[src/rtl/spi_eng_pkg.sv]
package spi_eng_pkg;
   // control word geometry; positions are decoded by the register block
   localparam int CTRL_W   = 32;
   localparam int LOOP_BIT = 1;
   localparam int CPOL_BIT = 2;
   localparam int CPHA_BIT = 3;
   localparam int PRE_LSB  = 4;

   typedef enum logic [1:0] {
      ST_IDLE  = 2'd0,
      ST_SHIFT = 2'd1,
      ST_GAP   = 2'd2
   } eng_state_t;
endpackage

[src/rtl/spi_eng_clkdiv.sv]
// Two-stage divider: prescaler half count, then post count, gives one
// serial clock edge request per half period.
module spi_eng_clkdiv #(
   parameter int DIV_W = 8
) (
   input  logic             clk,
   input  logic             rst_n,
   input  logic             run,
   input  logic [DIV_W-1:0] pre_even,
   input  logic [DIV_W-1:0] post,
   output logic             edge_o
);
   localparam int HALF_W = DIV_W - 1;

   logic [HALF_W-1:0] pcnt;
   logic [DIV_W-1:0]  qcnt;
   logic [HALF_W-1:0] half;
   logic              tick;

   assign half   = pre_even[DIV_W-1:1];
   assign tick   = run && (pcnt == half - 1'b1);
   assign edge_o = tick && (qcnt == post);

   always_ff @(posedge clk) begin
      if (!rst_n || !run) begin
         pcnt <= '0;
         qcnt <= '0;
      end else if (tick) begin
         pcnt <= '0;
         qcnt <= (qcnt == post) ? '0 : qcnt + 1'b1;
      end else begin
         pcnt <= pcnt + 1'b1;
      end
   end
endmodule

[src/rtl/spi_eng_shifter.sv]
// Shift pair: left-aligned transmit register and right-growing receive register.
module spi_eng_shifter #(
   parameter int DATA_W = 32,
   parameter int CNT_W  = 6
) (
   input  logic              clk,
   input  logic              rst_n,
   input  logic              load,
   input  logic [DATA_W-1:0] load_word,
   input  logic              edge_i,
   input  logic              cpha,
   input  logic              din,
   input  logic [CNT_W-1:0]  last_edge,
   output logic              mosi,
   output logic [DATA_W-1:0] rx_word,
   output logic              done_o
);
   logic [DATA_W-1:0] tx_sr;
   logic [DATA_W-1:0] rx_sr;
   logic [CNT_W-1:0]  ec;
   logic              sample;
   logic              shift;

   assign sample  = edge_i && (ec[0] == cpha);
   assign shift   = edge_i && (ec[0] != cpha) && (ec != '0);
   assign done_o  = edge_i && (ec == last_edge);
   assign mosi    = tx_sr[DATA_W-1];
   assign rx_word = rx_sr;

   always_ff @(posedge clk) begin
      if (!rst_n) begin
         tx_sr <= '0;
         rx_sr <= '0;
         ec    <= '0;
      end else if (load) begin
         tx_sr <= load_word;
         rx_sr <= '0;
         ec    <= '0;
      end else if (edge_i) begin
         ec <= ec + 1'b1;
         if (shift)  tx_sr <= {tx_sr[DATA_W-2:0], 1'b0};
         if (sample) rx_sr <= {rx_sr[DATA_W-2:0], din};
      end
   end
endmodule

[src/rtl/spi_word_engine.sv]
module spi_word_engine #(
   parameter int DATA_W   = 32,
   parameter int DIV_W    = 8,
   parameter int MIN_BITS = 4,
   parameter bit HAS_LOOP = 1'b1
) (
   input  logic                          clk,
   input  logic                          rst_n,
   input  logic                          enable,
   input  logic [spi_eng_pkg::CTRL_W-1:0] ctrl,
   input  logic                          tx_empty,
   input  logic [DATA_W-1:0]             tx_data,
   output logic                          tx_pop,
   output logic [DATA_W-1:0]             rx_data,
   output logic                          rx_push,
   output logic                          sclk,
   output logic                          mosi,
   output logic                          cs_n,
   input  logic                          miso,
   output logic                          busy
);
   import spi_eng_pkg::*;

   localparam int LEN_W    = $clog2(DATA_W);
   localparam int CNT_W    = LEN_W + 1;
   localparam int POST_LSB = PRE_LSB + DIV_W;
   localparam int LEN_LSB  = POST_LSB + DIV_W;

   generate
      if (DATA_W < MIN_BITS || (1 << LEN_W) != DATA_W)
         $error("DATA_W must be a power of two not below MIN_BITS");
      if (MIN_BITS < 2)
         $error("MIN_BITS must be at least 2");
      if (DIV_W < 2 || LEN_LSB + LEN_W > CTRL_W)
         $error("control fields do not fit the control word");
   endgenerate

   typedef struct packed {
      logic             loop;
      logic             cpol;
      logic             cpha;
      logic [DIV_W-1:0] pre;
      logic [DIV_W-1:0] post;
      logic [LEN_W-1:0] nbm1;
   } cfg_t;

   function automatic logic [DIV_W-1:0] even_pre(input logic [DIV_W-1:0] p);
      if (p < DIV_W'(2))  return DIV_W'(2);
      else if (&p)        return p - 1'b1;
      else if (p[0])      return p + 1'b1;
      else                return p;
   endfunction

   cfg_t             dec;
   cfg_t             cfg_q;
   eng_state_t       state;
   logic             start;
   logic             sclk_edge;
   logic             word_done;
   logic             din;
   logic             sclk_q;
   logic             cs_q;
   logic [LEN_W-1:0] len_raw;

   always_comb begin
      len_raw  = ctrl[LEN_LSB +: LEN_W];
      dec.loop = ctrl[LOOP_BIT];
      dec.cpol = ctrl[CPOL_BIT];
      dec.cpha = ctrl[CPHA_BIT];
      dec.pre  = even_pre(ctrl[PRE_LSB +: DIV_W]);
      dec.post = ctrl[POST_LSB +: DIV_W];
      dec.nbm1 = (len_raw < LEN_W'(MIN_BITS - 1)) ? LEN_W'(MIN_BITS - 1) : len_raw;
   end

   assign start   = rst_n && enable && !tx_empty && (state != ST_SHIFT);
   assign tx_pop  = start;
   assign rx_push = (state == ST_GAP);
   assign busy    = (state != ST_IDLE);
   assign sclk    = sclk_q;
   assign cs_n    = cs_q;

   generate
      if (HAS_LOOP) begin : g_loop
         assign din = cfg_q.loop ? mosi : miso;
      end else begin : g_noloop
         assign din = miso;
      end
   endgenerate

   spi_eng_clkdiv #(.DIV_W(DIV_W)) u_div (
      .clk      (clk),
      .rst_n    (rst_n),
      .run      (state == ST_SHIFT),
      .pre_even (cfg_q.pre),
      .post     (cfg_q.post),
      .edge_o   (sclk_edge)
   );

   spi_eng_shifter #(.DATA_W(DATA_W), .CNT_W(CNT_W)) u_shf (
      .clk       (clk),
      .rst_n     (rst_n),
      .load      (start),
      .load_word (tx_data << (LEN_W'(DATA_W - 1) - dec.nbm1)),
      .edge_i    (sclk_edge),
      .cpha      (cfg_q.cpha),
      .din       (din),
      .last_edge ({cfg_q.nbm1, 1'b1}),
      .mosi      (mosi),
      .rx_word   (rx_data),
      .done_o    (word_done)
   );

   always_ff @(posedge clk) begin
      if (!rst_n) begin
         state  <= ST_IDLE;
         cfg_q  <= '0;
         sclk_q <= 1'b0;
         cs_q   <= 1'b1;
      end else begin
         if (state != ST_SHIFT) begin
            cfg_q  <= dec;
            sclk_q <= dec.cpol;
         end else if (sclk_edge) begin
            sclk_q <= ~sclk_q;
         end
         unique case (state)
            ST_IDLE:  if (start) begin
                         state <= ST_SHIFT;
                         cs_q  <= 1'b0;
                      end
            ST_SHIFT: if (word_done) state <= ST_GAP;
            ST_GAP:   if (start) state <= ST_SHIFT;
                      else begin
                         state <= ST_IDLE;
                         cs_q  <= 1'b1;
                      end
            default:  state <= ST_IDLE;
         endcase
      end
   end
endmodule

[config.mk]
export PLATFORM = sky130hd
export DESIGN_NAME = spi_word_engine
export DESIGN_NICKNAME = d
export VERILOG_FILES = /design/src/rtl/spi_eng_pkg.sv /design/src/rtl/spi_eng_clkdiv.sv /design/src/rtl/spi_eng_shifter.sv /design/src/rtl/spi_word_engine.sv
export SDC_FILE = /design/constraint.sdc
export NUM_CORES = 1
export LEC_CHECK = 0
export BUFFER_PORTS_ARGS = -buffer_cell sky130_fd_sc_hd__buf_4
export CORE_MARGIN = 2
export CORE_UTILIZATION = 40
export CTS_CLUSTER_DIAMETER = 30
export DETAILED_ROUTE_END_ITERATION = 6
export PLACE_DENSITY = 0.57
export SLEW_MARGIN = 20
export SYNTH_ARGS = -nofsm -noshare
export SYNTH_HDL_FRONTEND = slang
export SYNTH_SLANG_ARGS = --single-unit
[constraint.sdc]
create_clock -name clk -period 4.08 [get_ports clk]
set_input_delay 0.816 -clock clk [delete_from_list [all_inputs] [get_ports clk]]
set_output_delay 0.816 -clock clk [all_outputs]
set_load 0.005 [all_outputs]
# Word-level counts from Yosys, hierarchy flattened
# Cells that the tools add are included.
[totals]
regBits = 112
in_bits = 69
output_inout_bits = 38
word_cells = 81
[op_classes]
n_addsub = 7
magnitude_cmp = 2
n_eq_ne = 11
shifts = 1
n_mux = 18
bitwise = 2
n_reduce_logical = 27
[ops]
columns = ["op", "count"]
rows = [
  ["$mux W32", 3],
  ["$mux W8", 4],
  ["$shl A32 B5 Y32", 1],
  ["$add A8 B1 Y8 const B", 2],
  ["$reduce_bool A2 Y1", 5],
  ["$logic_and A1 B1 Y1", 9],
  ["$eq A8 B8 Y1", 1],
  ["$lt A8 B2 Y1 const B", 1],
  ["$reduce_and A8 Y1", 1],
  ["$sub A8 B1 Y8 const B", 1],
  ["$add A7 B1 Y7 const B", 1],
  ["$eq A7 B7 Y1", 1],
  ["$sub A7 B1 Y7 const B", 1],
  ["$add A6 B1 Y6 const B", 1],
  ["$eq A6 B6 Y1", 1],
  ["$mux W1", 6],
  ["$pmux W2 S3", 1],
  ["$reduce_and A2 Y1", 3],
  ["$reduce_bool A6 Y1", 1],
  ["$lt A5 B2 Y1 const B", 1],
  ["$mux W5", 1],
  ["$sub A5 B5 Y5 const A", 1],
  ["$mux W2", 2],
  ["$ne A2 B1 Y1 const B", 2],
  ["other kinds (12)", 17],
]

# Logic depth before layout (Yosys ltp)
# Gate-level depths: netlist of run 1.
[logic_depth]
word_depth = 9
mapped_depth = 12
depth_no_buf = 9

# Modules after synthesis
# From an unflattened synthesis of run 1, not the netlist that was laid out.
[unflattened]
cells_unflattened = 909
area_unflattened_um2 = 7253.2
[modules_own_cells]
columns = ["mod", "n_inst", "cells_each", "area_each_um2"]
rows = [
  ["spi_word_engine", 1, 464, 3378.2],
  ["spi_eng_shifter", 1, 323, 2813.9],
  ["spi_eng_clkdiv", 1, 122, 1061.0],
]

# Worst setup path before layout of run 1
# Ideal clock, no wire load.
[synth_timing]
path_type = "input-to-reg"
from = "input ctrl[23] (netlist name)"
to = "register u_shf.tx_sr[11]"
arrival_time_ps = 2628
slack_ps = 1367
stages = 8
n_path_buf = 3
path_cell_list = "clkbuf_1 or3_1 clkbuf_1 buf_2 a311oi_1 mux2i_1 a211o_1 a211oi_1"
[synth_via]
elab_chain_cells = 5
[synth_lines]
columns = ["element", "line", "rtl"]
rows = [
  ["start: declaration", "spi_word_engine.sv:10", "input logic [spi_eng_pkg::CTRL_W-1:0] ctrl,"],
  ["$lt A5 B2 Y1", "spi_word_engine.sv:72", "dec.nbm1 = (len_raw < LEN_W'(MIN_BITS - 1)) ? LEN_W'(MIN_BITS - 1) : len_raw;"],
  ["$mux W5 (*)", "spi_word_engine.sv:72", ""],
  ["$sub A5 B5 Y5 (*)", "spi_word_engine.sv:103", ".load_word (tx_data << (LEN_W'(DATA_W - 1) - dec.nbm1)),"],
  ["$shl A32 B5 Y32 (*)", "spi_word_engine.sv:103", ""],
  ["$mux W32 (*)", "spi_eng_shifter.sv:35", "end else if (load) begin"],
  ["end signal: assignment", "spi_eng_shifter.sv:36", "tx_sr <= load_word;"],
  ["end signal: assignment", "spi_eng_shifter.sv:41", "if (shift) tx_sr <= {tx_sr[DATA_W-2:0], 1'b0};"],
  ["end: declaration", "spi_eng_shifter.sv:18", "logic [DATA_W-1:0] tx_sr;"],
]
# Every way passes the cells marked *; elsewhere a longest branch is shown, timed or not.
# A chain may end at the register's enable or synchronous reset.

# Final worst setup path of run 1
[layout_timing]
from = "register cfg_q[14] (netlist name)"
to = "register u_shf.rx_sr[5], in the netlist u_shf.rx_word[5]"
[layout_via]
elab_chain_cells = 6
[layout_lines]
columns = ["element", "line", "rtl"]
rows = [
  ["start: declaration", "spi_word_engine.sv:55", "cfg_t cfg_q;"],
  ["start signal: assignment", "spi_word_engine.sv:116", "cfg_q <= '0;"],
  ["start signal: assignment", "spi_word_engine.sv:121", "cfg_q <= dec;"],
  ["$sub A7 B1 Y7 (*)", "spi_eng_clkdiv.sv:21", "assign tick = run && (pcnt == half - 1'b1);"],
  ["$eq A7 B7 Y1 (*)", "spi_eng_clkdiv.sv:21", ""],
  ["$logic_and A1 B1 Y1 (*)", "spi_eng_clkdiv.sv:21", ""],
  ["$logic_and A1 B1 Y1 (*)", "spi_eng_clkdiv.sv:22", "assign edge_o = tick && (qcnt == post);"],
  ["$logic_and A1 B1 Y1", "spi_eng_shifter.sv:24", "assign sample = edge_i && (ec[0] == cpha);"],
  ["$reduce_and A2 Y1 (no line) (*)", "-", ""],
  ["end signal: assignment", "spi_eng_shifter.sv:42", "if (sample) rx_sr <= {rx_sr[DATA_W-2:0], din};"],
  ["end: declaration", "spi_eng_shifter.sv:19", "logic [DATA_W-1:0] rx_sr;"],
]
# Marks and branches as above.

==> results of run 1 <==
## area by class of cell
class / count / area share, %
flip-flops and latches: 111 / 27.8
repair buffers: 112 / 10.5
clock inverters: 7 / 1.31
well taps: 220 / 3.44
inverters: 24 / 1.13
multi-input cells: 702 / 53.0
clock buffers: 9 / 2.82
## cells in the mapped netlist (4+ instances only)
library cell               count  share of area [%]
sky130_fd_sc_hd__clkbuf_1     40                2.2
sky130_fd_sc_hd__nor2_1       77                4.2
sky130_fd_sc_hd__nor3_1       27                2.0
sky130_fd_sc_hd__o211ai_1      9               0.99
sky130_fd_sc_hd__a21oi_1      85                6.2
sky130_fd_sc_hd__nand2_1     160                8.8
sky130_fd_sc_hd__nor4_1        7               0.64
sky130_fd_sc_hd__o32ai_1       6               0.77
sky130_fd_sc_hd__o21ai_1      10               0.73
sky130_fd_sc_hd__nand4_1       9               0.83
sky130_fd_sc_hd__o221a_2       4               0.66
sky130_fd_sc_hd__and3_1        4               0.37
sky130_fd_sc_hd__inv_1        22                1.2
sky130_fd_sc_hd__mux2_2       12                2.0
sky130_fd_sc_hd__a32oi_1       5               0.64
sky130_fd_sc_hd__o21ai_0      32                2.4
sky130_fd_sc_hd__mux2i_1      30                4.4
sky130_fd_sc_hd__a21o_1        4               0.44
sky130_fd_sc_hd__xnor2_1      25                3.2
sky130_fd_sc_hd__xor2_1       20                2.6
sky130_fd_sc_hd__nand3_1      19                1.4
sky130_fd_sc_hd__a211oi_1     13                1.4
sky130_fd_sc_hd__o31ai_1       5               0.55
sky130_fd_sc_hd__o221ai_1      6               0.77
sky130_fd_sc_hd__nand2b_1     13                1.2
sky130_fd_sc_hd__or3_1         4               0.37
sky130_fd_sc_hd__o22ai_1      14                1.3
sky130_fd_sc_hd__nor2b_1       9               0.83
sky130_fd_sc_hd__a221oi_1      7               0.90
sky130_fd_sc_hd__a22oi_1       4               0.44
sky130_fd_sc_hd__a31oi_1      12                1.1
sky130_fd_sc_hd__a21boi_1      4               0.44
sky130_fd_sc_hd__dfxtp_1     111                 33
sky130_fd_sc_hd__a311oi_1      7               0.90
sky130_fd_sc_hd__buf_2        15                1.1
sky130_fd_sc_hd__ha_1          7                1.3
sky130_fd_sc_hd__buf_1         7               0.39
## cell families (layout without fill, tap and decap cells)
family | Yosys count | after routing | synth area share (%)
AO/OA/AOI/OAI | 263 | 263 | 25.5
XOR/XNOR | 45 | 45 | 5.79
adder cells (fa/ha/maj) | 7 | 7 | 1.29
buffers and inverters | 90 | 152 | 5.51
flip-flops | 111 | 111 | 32.6
multiplexers | 44 | 44 | 7.05
AND/OR/NAND/NOR | 343 | 343 | 22.2
## power by group
group,leakage (uW),internal [uW],switching [uW]
Combinational,0.00198,196,283
Sequential,0.000904,1120,28.3
Clock,0.000152,547,438
Total,0.00304,1860,749
## worst min path at each step
stage / startpoint / to / slack, ns
5_1_grt: u_shf.rx_word[31] / u_shf.rx_word[31] / 0.47
3_3_place_gp: u_shf.rx_word[31] / u_shf.rx_word[31] / 0.45
3_5_place_dp: u_shf.rx_word[31] / u_shf.rx_word[31] / 0.45
6_report: u_shf.rx_word[31] / u_shf.rx_word[31] / 0.46
2_1_floorplan: u_div.pcnt[0] / u_div.pcnt[0] / 0.44
4_1_cts: u_shf.rx_word[31] / u_shf.rx_word[31] / 0.46
## per-layer routing
layer / global-route usage (%) / vias to the layer above / wire, um
li1: - / 3355 / -
met1: 29.7 / 3140 / 9020
met2: 36.2 / 189 / 9380
met3: 3.79 / 28 / 1160
met4: 6.78 / 0 / 408
met5: 0 / - / 0
## cells in the final DEF, fill, tap and decap left out, drive strengths merged, types with 4 or more instances in the layout
| master | instances |
|---|---|
| a22oi | 4 |
| o32ai | 6 |
| and3 | 4 |
| o221ai | 6 |
| nor4 | 7 |
| a221oi | 8 |
| clkbuf | 9 |
| nor2 | 78 |
| mux2 | 12 |
| or3 | 5 |
| o31ai | 5 |
| nand2 | 160 |
| dfxtp | 111 |
| ha | 7 |
| o211ai | 9 |
| a21boi | 4 |
| o221a | 4 |
| a21o | 4 |
| a31oi | 12 |
| nand4 | 9 |
| nor2b | 9 |
| a211oi | 13 |
| nor3 | 27 |
| a32oi | 5 |
| o21ai | 43 |
| buf | 112 |
| or2 | 4 |
| mux2i | 30 |
| inv | 24 |
| a21oi | 86 |
| xnor2 | 25 |
| xor2 | 20 |
| o22ai | 14 |
| nand2b | 13 |
| a311oi | 7 |
| nand3 | 19 |
## through the flow
| stage | util (%) | setup WS, ns | cells | hold slack, ns | cell area, um^2 |
|---|---|---|---|---|---|
| floorplan | - | 1.37 | 903 | 0.436 | 6810 |
| global placement | 46.1 | 0.798 | 1169 | 0.450 | 7670 |
| detailed placement | 46.1 | 0.769 | 1169 | 0.451 | 7670 |
| CTS | 48.1 | 0.761 | 1185 | 0.463 | 8000 |
| global route | 48.1 | 0.414 | 1185 | 0.469 | 8000 |
| finish | 48.1 | 0.781 | 1185 | 0.460 | 8000 |
## registers in the layout, summed over array words and instances, names as in the netlist
signal	count
state	2
cs_n	1
u_shf.rx_word	32
cfg_q	22
u_shf.ec	6
u_shf.tx_sr	32
u_div.pcnt	7
sclk	1
u_div.qcnt	8
## critical path, delay by kind of cell (launching register included)
family / cells / cell delay, ns
AND/OR/NAND/NOR: 4 / 1.76
buffers and inverters: 1 / 0.10
XOR/XNOR: 1 / 0.13
adder cells (fa/ha/maj): 1 / 0.27
flip-flops: 1 / 0.47
AO/OA/AOI/OAI: 2 / 0.44
==> metrics, run 1 <==
worst setup skew after layout=0.00923 ns; Post-Synthesis Mean Instance Area=between 7 and 8 um^2; final critical-path share of the clock period=roughly 80%; worst path cell trace=inv_1, ha_1, nor3b_1, xnor2_1, nor4_1, o311ai_1, or2_1, nand2_1, a21oi_1; RSZ-0062 raised after global routing=false; GRT Total Usage=22.1%; number of antenna violations at the first check in global routing=0; sequential cell area=2220 um^2; critical path type=reg -> reg; Worst EP required=around 4.3 ns; wire length of the first global-routing pass=32,300 um; fraction of registers with async set/reset=0%; number of cells upsized or downsized after cts=0; Min-Delay Path Class=reg -> reg; total of fill cells in the finished design=1,705; type of destination of the critical path=flop; Final GP Congestion=0.883; wire per inst=around 17 um; headroom to the max-slew limit=27.7%; via count of the first global-routing pass=6,183; Post-Route Setup TNS=0 ns; max-slew violation count=0; maximum number of pins on one net before global-route repair=43; CTS hold repair buffers=0; final HPWL from detailed placement=14,200 um; Period minus WS final=~3.3 ns; floorplan row count=between 40 and 50; number of storage elements in the synthesis netlist=roughly 110; maximum clock frequency=303 MHz; proportion of synthesized chip area in sequential cells=about 33%; maximum resistive drop on vdd=between 0.2 and 0.25 mV; total iterations of the first detailed-routing run=5; die extent in y=134 um; total power divided by cell area=327 nW/um^2; startpoint of the most critical register-to-register path=cfg_q[14]; status=complete, no violations; number of cells produced by synthesis=903; Die X-Extent=134 um; later-pin clock latency in the skew report=0.36 ns; clock tree from TritonCTS=built; drt first-iter violations=646; Inserted Diodes=0; delay of the slowest cell on the worst path=0.69 ns; detailed-route via count=6,712; origin of the worst setup path=cfg_q[14]; measured slew at the worst slew-check pin=1.08 ns; net count after synthesis=979; total setup violations reported at the end of the flow=0; ys flop type=sky130_fd_sc_hd__dfxtp_1; Worst Path Arrival=3.53 ns; full die area=18,100 um^2; total count of hold-check failures in the final report=0; CTS H-tree lvls=3; post-layout power=~2600 uW; total of buffers placed on input and output ports=98; number of buffers on the longest clock path=2; max-cap violation count=0; crit path launch type=flop; Post-synth EDFFs=0; leakage power=0.00304 uW; Final #Nets=1,036; crit path capture=u_shf.rx_word[5]; synthesis-to-layout area growth=17.4%; aggregate global routing overflow=0; Synth Warn #=0; average via count per standard cell=roughly 5.7; number of design rule violations left after detail routing=0; Post-CTS Repair Setup Buffers=0; number of top-level pins=approximately 110; area occupied by multi-input gates=4240 um^2; Mapped Area=just under 7000 um^2; Initial Util=40.9%; TritonCTS Buffers=9; synth unique cells=72; final wirelength=20,000 um; worst hold path depth=2; Clock Pin Slew Worst Setup and Hold Paths=0.08 ns; register-to-register setup slack=just under 0.8 ns; maximum fanout encountered on the critical timing path=32; Critical R2R Capture=u_shf.rx_word[5]; clock root buffer master=sky130_fd_sc_hd__clkbuf_16; fraction of final layout cells sized beyond drive strength 1=16.3%; Post-DRT Antenna Nets=0; depth of the most critical reg-to-reg path=9; area of the core region=16,600 um^2; crit path max-delay cell type=sky130_fd_sc_hd__nor4_1; Sink Count=111
No activity file was read; power rests on OpenSTA's default activity.
==> inputs of run 2 (changes only) <==
ABC_AREA = 1   (was default)
PLACE_DENSITY = 0.59   (was 0.57)
clock period = 2.75 ns   (was 4.08 ns; I/O delays follow)
==> run 2 against run 1 <==
  * Cell count is 19% higher
  * Routed wire length is 4.9% lower
  * Via count is 7.9% higher
  * Global-route usage is 0.65 points lower
  * Cell area is 0.75% higher
  * Total power is 40% higher
  * Non-clock buffer count is 11 higher
  * Clock power is 27% higher
==> metrics, run 2 <==
status=complete, no violations; total setup violations reported at the end of the flow=0 (unchanged); Post-synth EDFFs=0 (unchanged); area share of the largest cell type after synthesis=32.5% (-0.16 points); CTS H-tree lvls=3 (unchanged); fraction of final layout cells sized beyond drive strength 1=13.3% (-3.0 points); total of fill cells in the finished design=1,770 (+3.8%); Post-DRT Antenna Nets=0 (unchanged); most instantiated library cell after synthesis=sky130_fd_sc_hd__nand2_1; GRT Max-Usage Layer=met2; number of storage elements in the synthesis netlist=111 (unchanged); crit path launch type=flop; type of destination of the critical path=output port; headroom to the max-slew limit=62.0% (+34 points); maximum fanout encountered on the critical timing path=16 (-50%); area of the core region=16,600 um^2 (unchanged); total count of hold-check failures in the final report=0 (unchanged); number of antenna violations at the first check in global routing=0 (unchanged); Synth area leader=sky130_fd_sc_hd__dfxtp_1; commonest non-fill, non-tap cell in the layout=sky130_fd_sc_hd__nand2_1; Clock Pin Slew Worst Setup and Hold Paths=0.07 ns (about the same); later-pin clock latency in the skew report=0.35 ns (about the same); full die area=18,200 um^2 (+0.46%); Initial Util=41.1% (+0.20 points); fraction of registers with async set/reset=0% (unchanged); total of buffers placed on input and output ports=98 (unchanged); leakage power=0.00393 uW (+29%); drt first-iter violations=425 (-34%); Min-Delay Path Class=in -> reg; Worst EP required=2.20 ns (-2.11 ns); critical path type=reg -> out; Sink Count=111 (unchanged); number of design rule violations left after detail routing=0 (unchanged); Post-CTS Repair Setup Buffers=0 (unchanged); GRT Total Usage=21.4% (-0.65 points); tightest hold margin=0.412 ns (-0.0482 ns); detailed-route via count=7,245 (+7.9%); measured slew at the worst slew-check pin=0.570 ns (-0.515 ns); final wirelength=19,000 um (-4.9%); total iterations of the first detailed-routing run=5 (unchanged); synth unique cells=37 (-49%); aggregate global routing overflow=0 (unchanged); Post-Synthesis Mean Instance Area=6.14 um^2 (-19%); total power divided by cell area=455 nW/um^2 (+39%); number of top-level pins=107 (unchanged); Synth Warn #=0 (unchanged); wire per inst=13.4 um (-20%); number of cells upsized or downsized after cts=0 (unchanged); number of standard cells in the final layout excluding fillers=1,416 (+19%); ys flop type=sky130_fd_sc_hd__dfxtp_1; number of buffers on the longest clock path=2 (unchanged); proportion of synthesized chip area in sequential cells=32.5% (-0.16 points); RSZ-0062 raised after global routing=false; Mapped Area=6840 um^2 (+0.48%); Final #Nets=1,267 (+22%); met1 capacity usage during global routing=28.3% (-1.4 points); maximum resistive drop on vdd=0.307 mV (+39%); TritonCTS Buffers=9 (unchanged); max-slew violation count=0 (unchanged); Period minus WS final=2.54 ns; met2 layer usage reported by global route=35.9% (-0.35 points); Worst Path Arrival=1.99 ns (-1.54 ns); worst setup skew after layout=0.00684 ns (-0.00239 ns); Die X-Extent=135 um (+0.23%); final critical-path share of the clock period=between 90% and 100%; clock root buffer master=sky130_fd_sc_hd__clkbuf_16; most frequent cells in the layout=284 x sky130_fd_sc_hd__nand2_1, 220 x sky130_fd_sc_hd__nand3_1, 149 x sky130_fd_sc_hd__nor2_1, 121 x sky130_fd_sc_hd__buf_4, 111 x sky130_fd_sc_hd__dfxtp_1; maximum clock frequency=393 MHz; number of cells produced by synthesis=1,115 (+23%); final HPWL from detailed placement=13,700 um (-3.1%); synthesis-to-layout area growth=17.7%; most frequent cells after synthesis=284 x sky130_fd_sc_hd__nand2_1, 220 x sky130_fd_sc_hd__nand3_1, 149 x sky130_fd_sc_hd__nor2_1, 111 x sky130_fd_sc_hd__dfxtp_1, 77 x sky130_fd_sc_hd__inv_1; net count after synthesis=1,191 (+22%); via count of the first global-routing pass=6,555 (+6.0%); Final GP Congestion=0.860 (-2.6%); CTS hold repair buffers=0 (unchanged); Inserted Diodes=0 (unchanged); max-cap violation count=0 (unchanged); maximum number of pins on one net before global-route repair=42 (-2.3%); clock tree from TritonCTS=built; global routing usage on met3=4.09% (+0.30 points); average via count per standard cell=5.12 (-9.7%); Post-Route Setup TNS=0 ns (unchanged); top post-synthesis cells by area=sky130_fd_sc_hd__dfxtp_1 32%, sky130_fd_sc_hd__nand3_1 16%, sky130_fd_sc_hd__nand2_1 16%, sky130_fd_sc_hd__nor2_1 8.2%, sky130_fd_sc_hd__inv_1 4.2%; cell count after placement=1,400 (+20%); wire length of the first global-routing pass=31,600 um (-2.0%); floorplan row count=47 (unchanged); die extent in y=135 um (+0.23%)
[run 2: cell types whose count changed in the layout (fill, tap and decap cells not counted), sizes merged, moves of 13 or more]
cell and change:
o21ai +39, mux2i -30, nand2 +125, a21oi -53, nand2b -13, nand3 +201, inv +64, nor2 +76
nor3 -14
[run 2: layout make-up]
cell class / instances / area, um^2 / area share (%)
clock buffer: 14 / 264 / 3.28
clock inverter: 2 / 15.0 / 0.186
inverter: 89 / 334 / 4.15
multi-input combinational: 857 / 4000 / 49.6
sequential: 111 / 2220 / 27.6
tap: 220 / 275 / 3.42
timing repair buffer: 123 / 948 / 11.8
[run 2: path summary, 6_finish.rpt]
path,slack [ns],to,startpoint,cells after the start
max,0.21,tx_pop,state[0],6
min,0.41,cfg_q[8],ctrl[15],3
min reg2reg,0.46,cfg_q[12],cfg_q[12],2
max reg2reg,0.34,u_shf.tx_sr[22],cfg_q[14],14
[run 2: power breakdown]
part	internal [uW]	switching (uW)
clock network	666	585
logic	275	447
registers	1660	34.8
[run 2: kinds of logic after synthesis]
family,Yosys count,share of synthesized area [%]
adder cells (fa/ha/maj),7,1.28
AO/OA/AOI/OAI,127,9.71
AND/OR/NAND/NOR,699,44.4
XOR/XNOR,24,3.07
flip-flops,111,32.5
buffers and inverters,147,9.10
[run 2: per-stage QoR]
step	total power, uW	setup slack (ns)	instance area (um^2)	utilization, %
2_1_floorplan	2220	0.783	6840	-
3_3_place_gp	2450	0.367	7780	46.7
3_5_place_dp	2450	0.338	7780	46.7
4_1_cts	3710	0.169	8060	48.4
5_1_grt	3890	0.0489	8060	48.4
6_report	3670	0.208	8060	48.4
[run 2: layer usage]
layer / vias up / wire length [um]
li1: 3809 / -
met1: 3282 / 9010
met2: 125 / 8930
met3: 29 / 715
met4: 0 / 322
met5: - / 0
[run 2: worst max-delay path, stage by stage (launching register included)]
cell and delay (ns):
sky130_fd_sc_hd__dfxtp_1 0.37, sky130_fd_sc_hd__inv_2 0.07, sky130_fd_sc_hd__nor2_4 0.16, sky130_fd_sc_hd__inv_2 0.17, sky130_fd_sc_hd__nand2_1 0.42, sky130_fd_sc_hd__inv_2 0.23
sky130_fd_sc_hd__buf_4 0.19
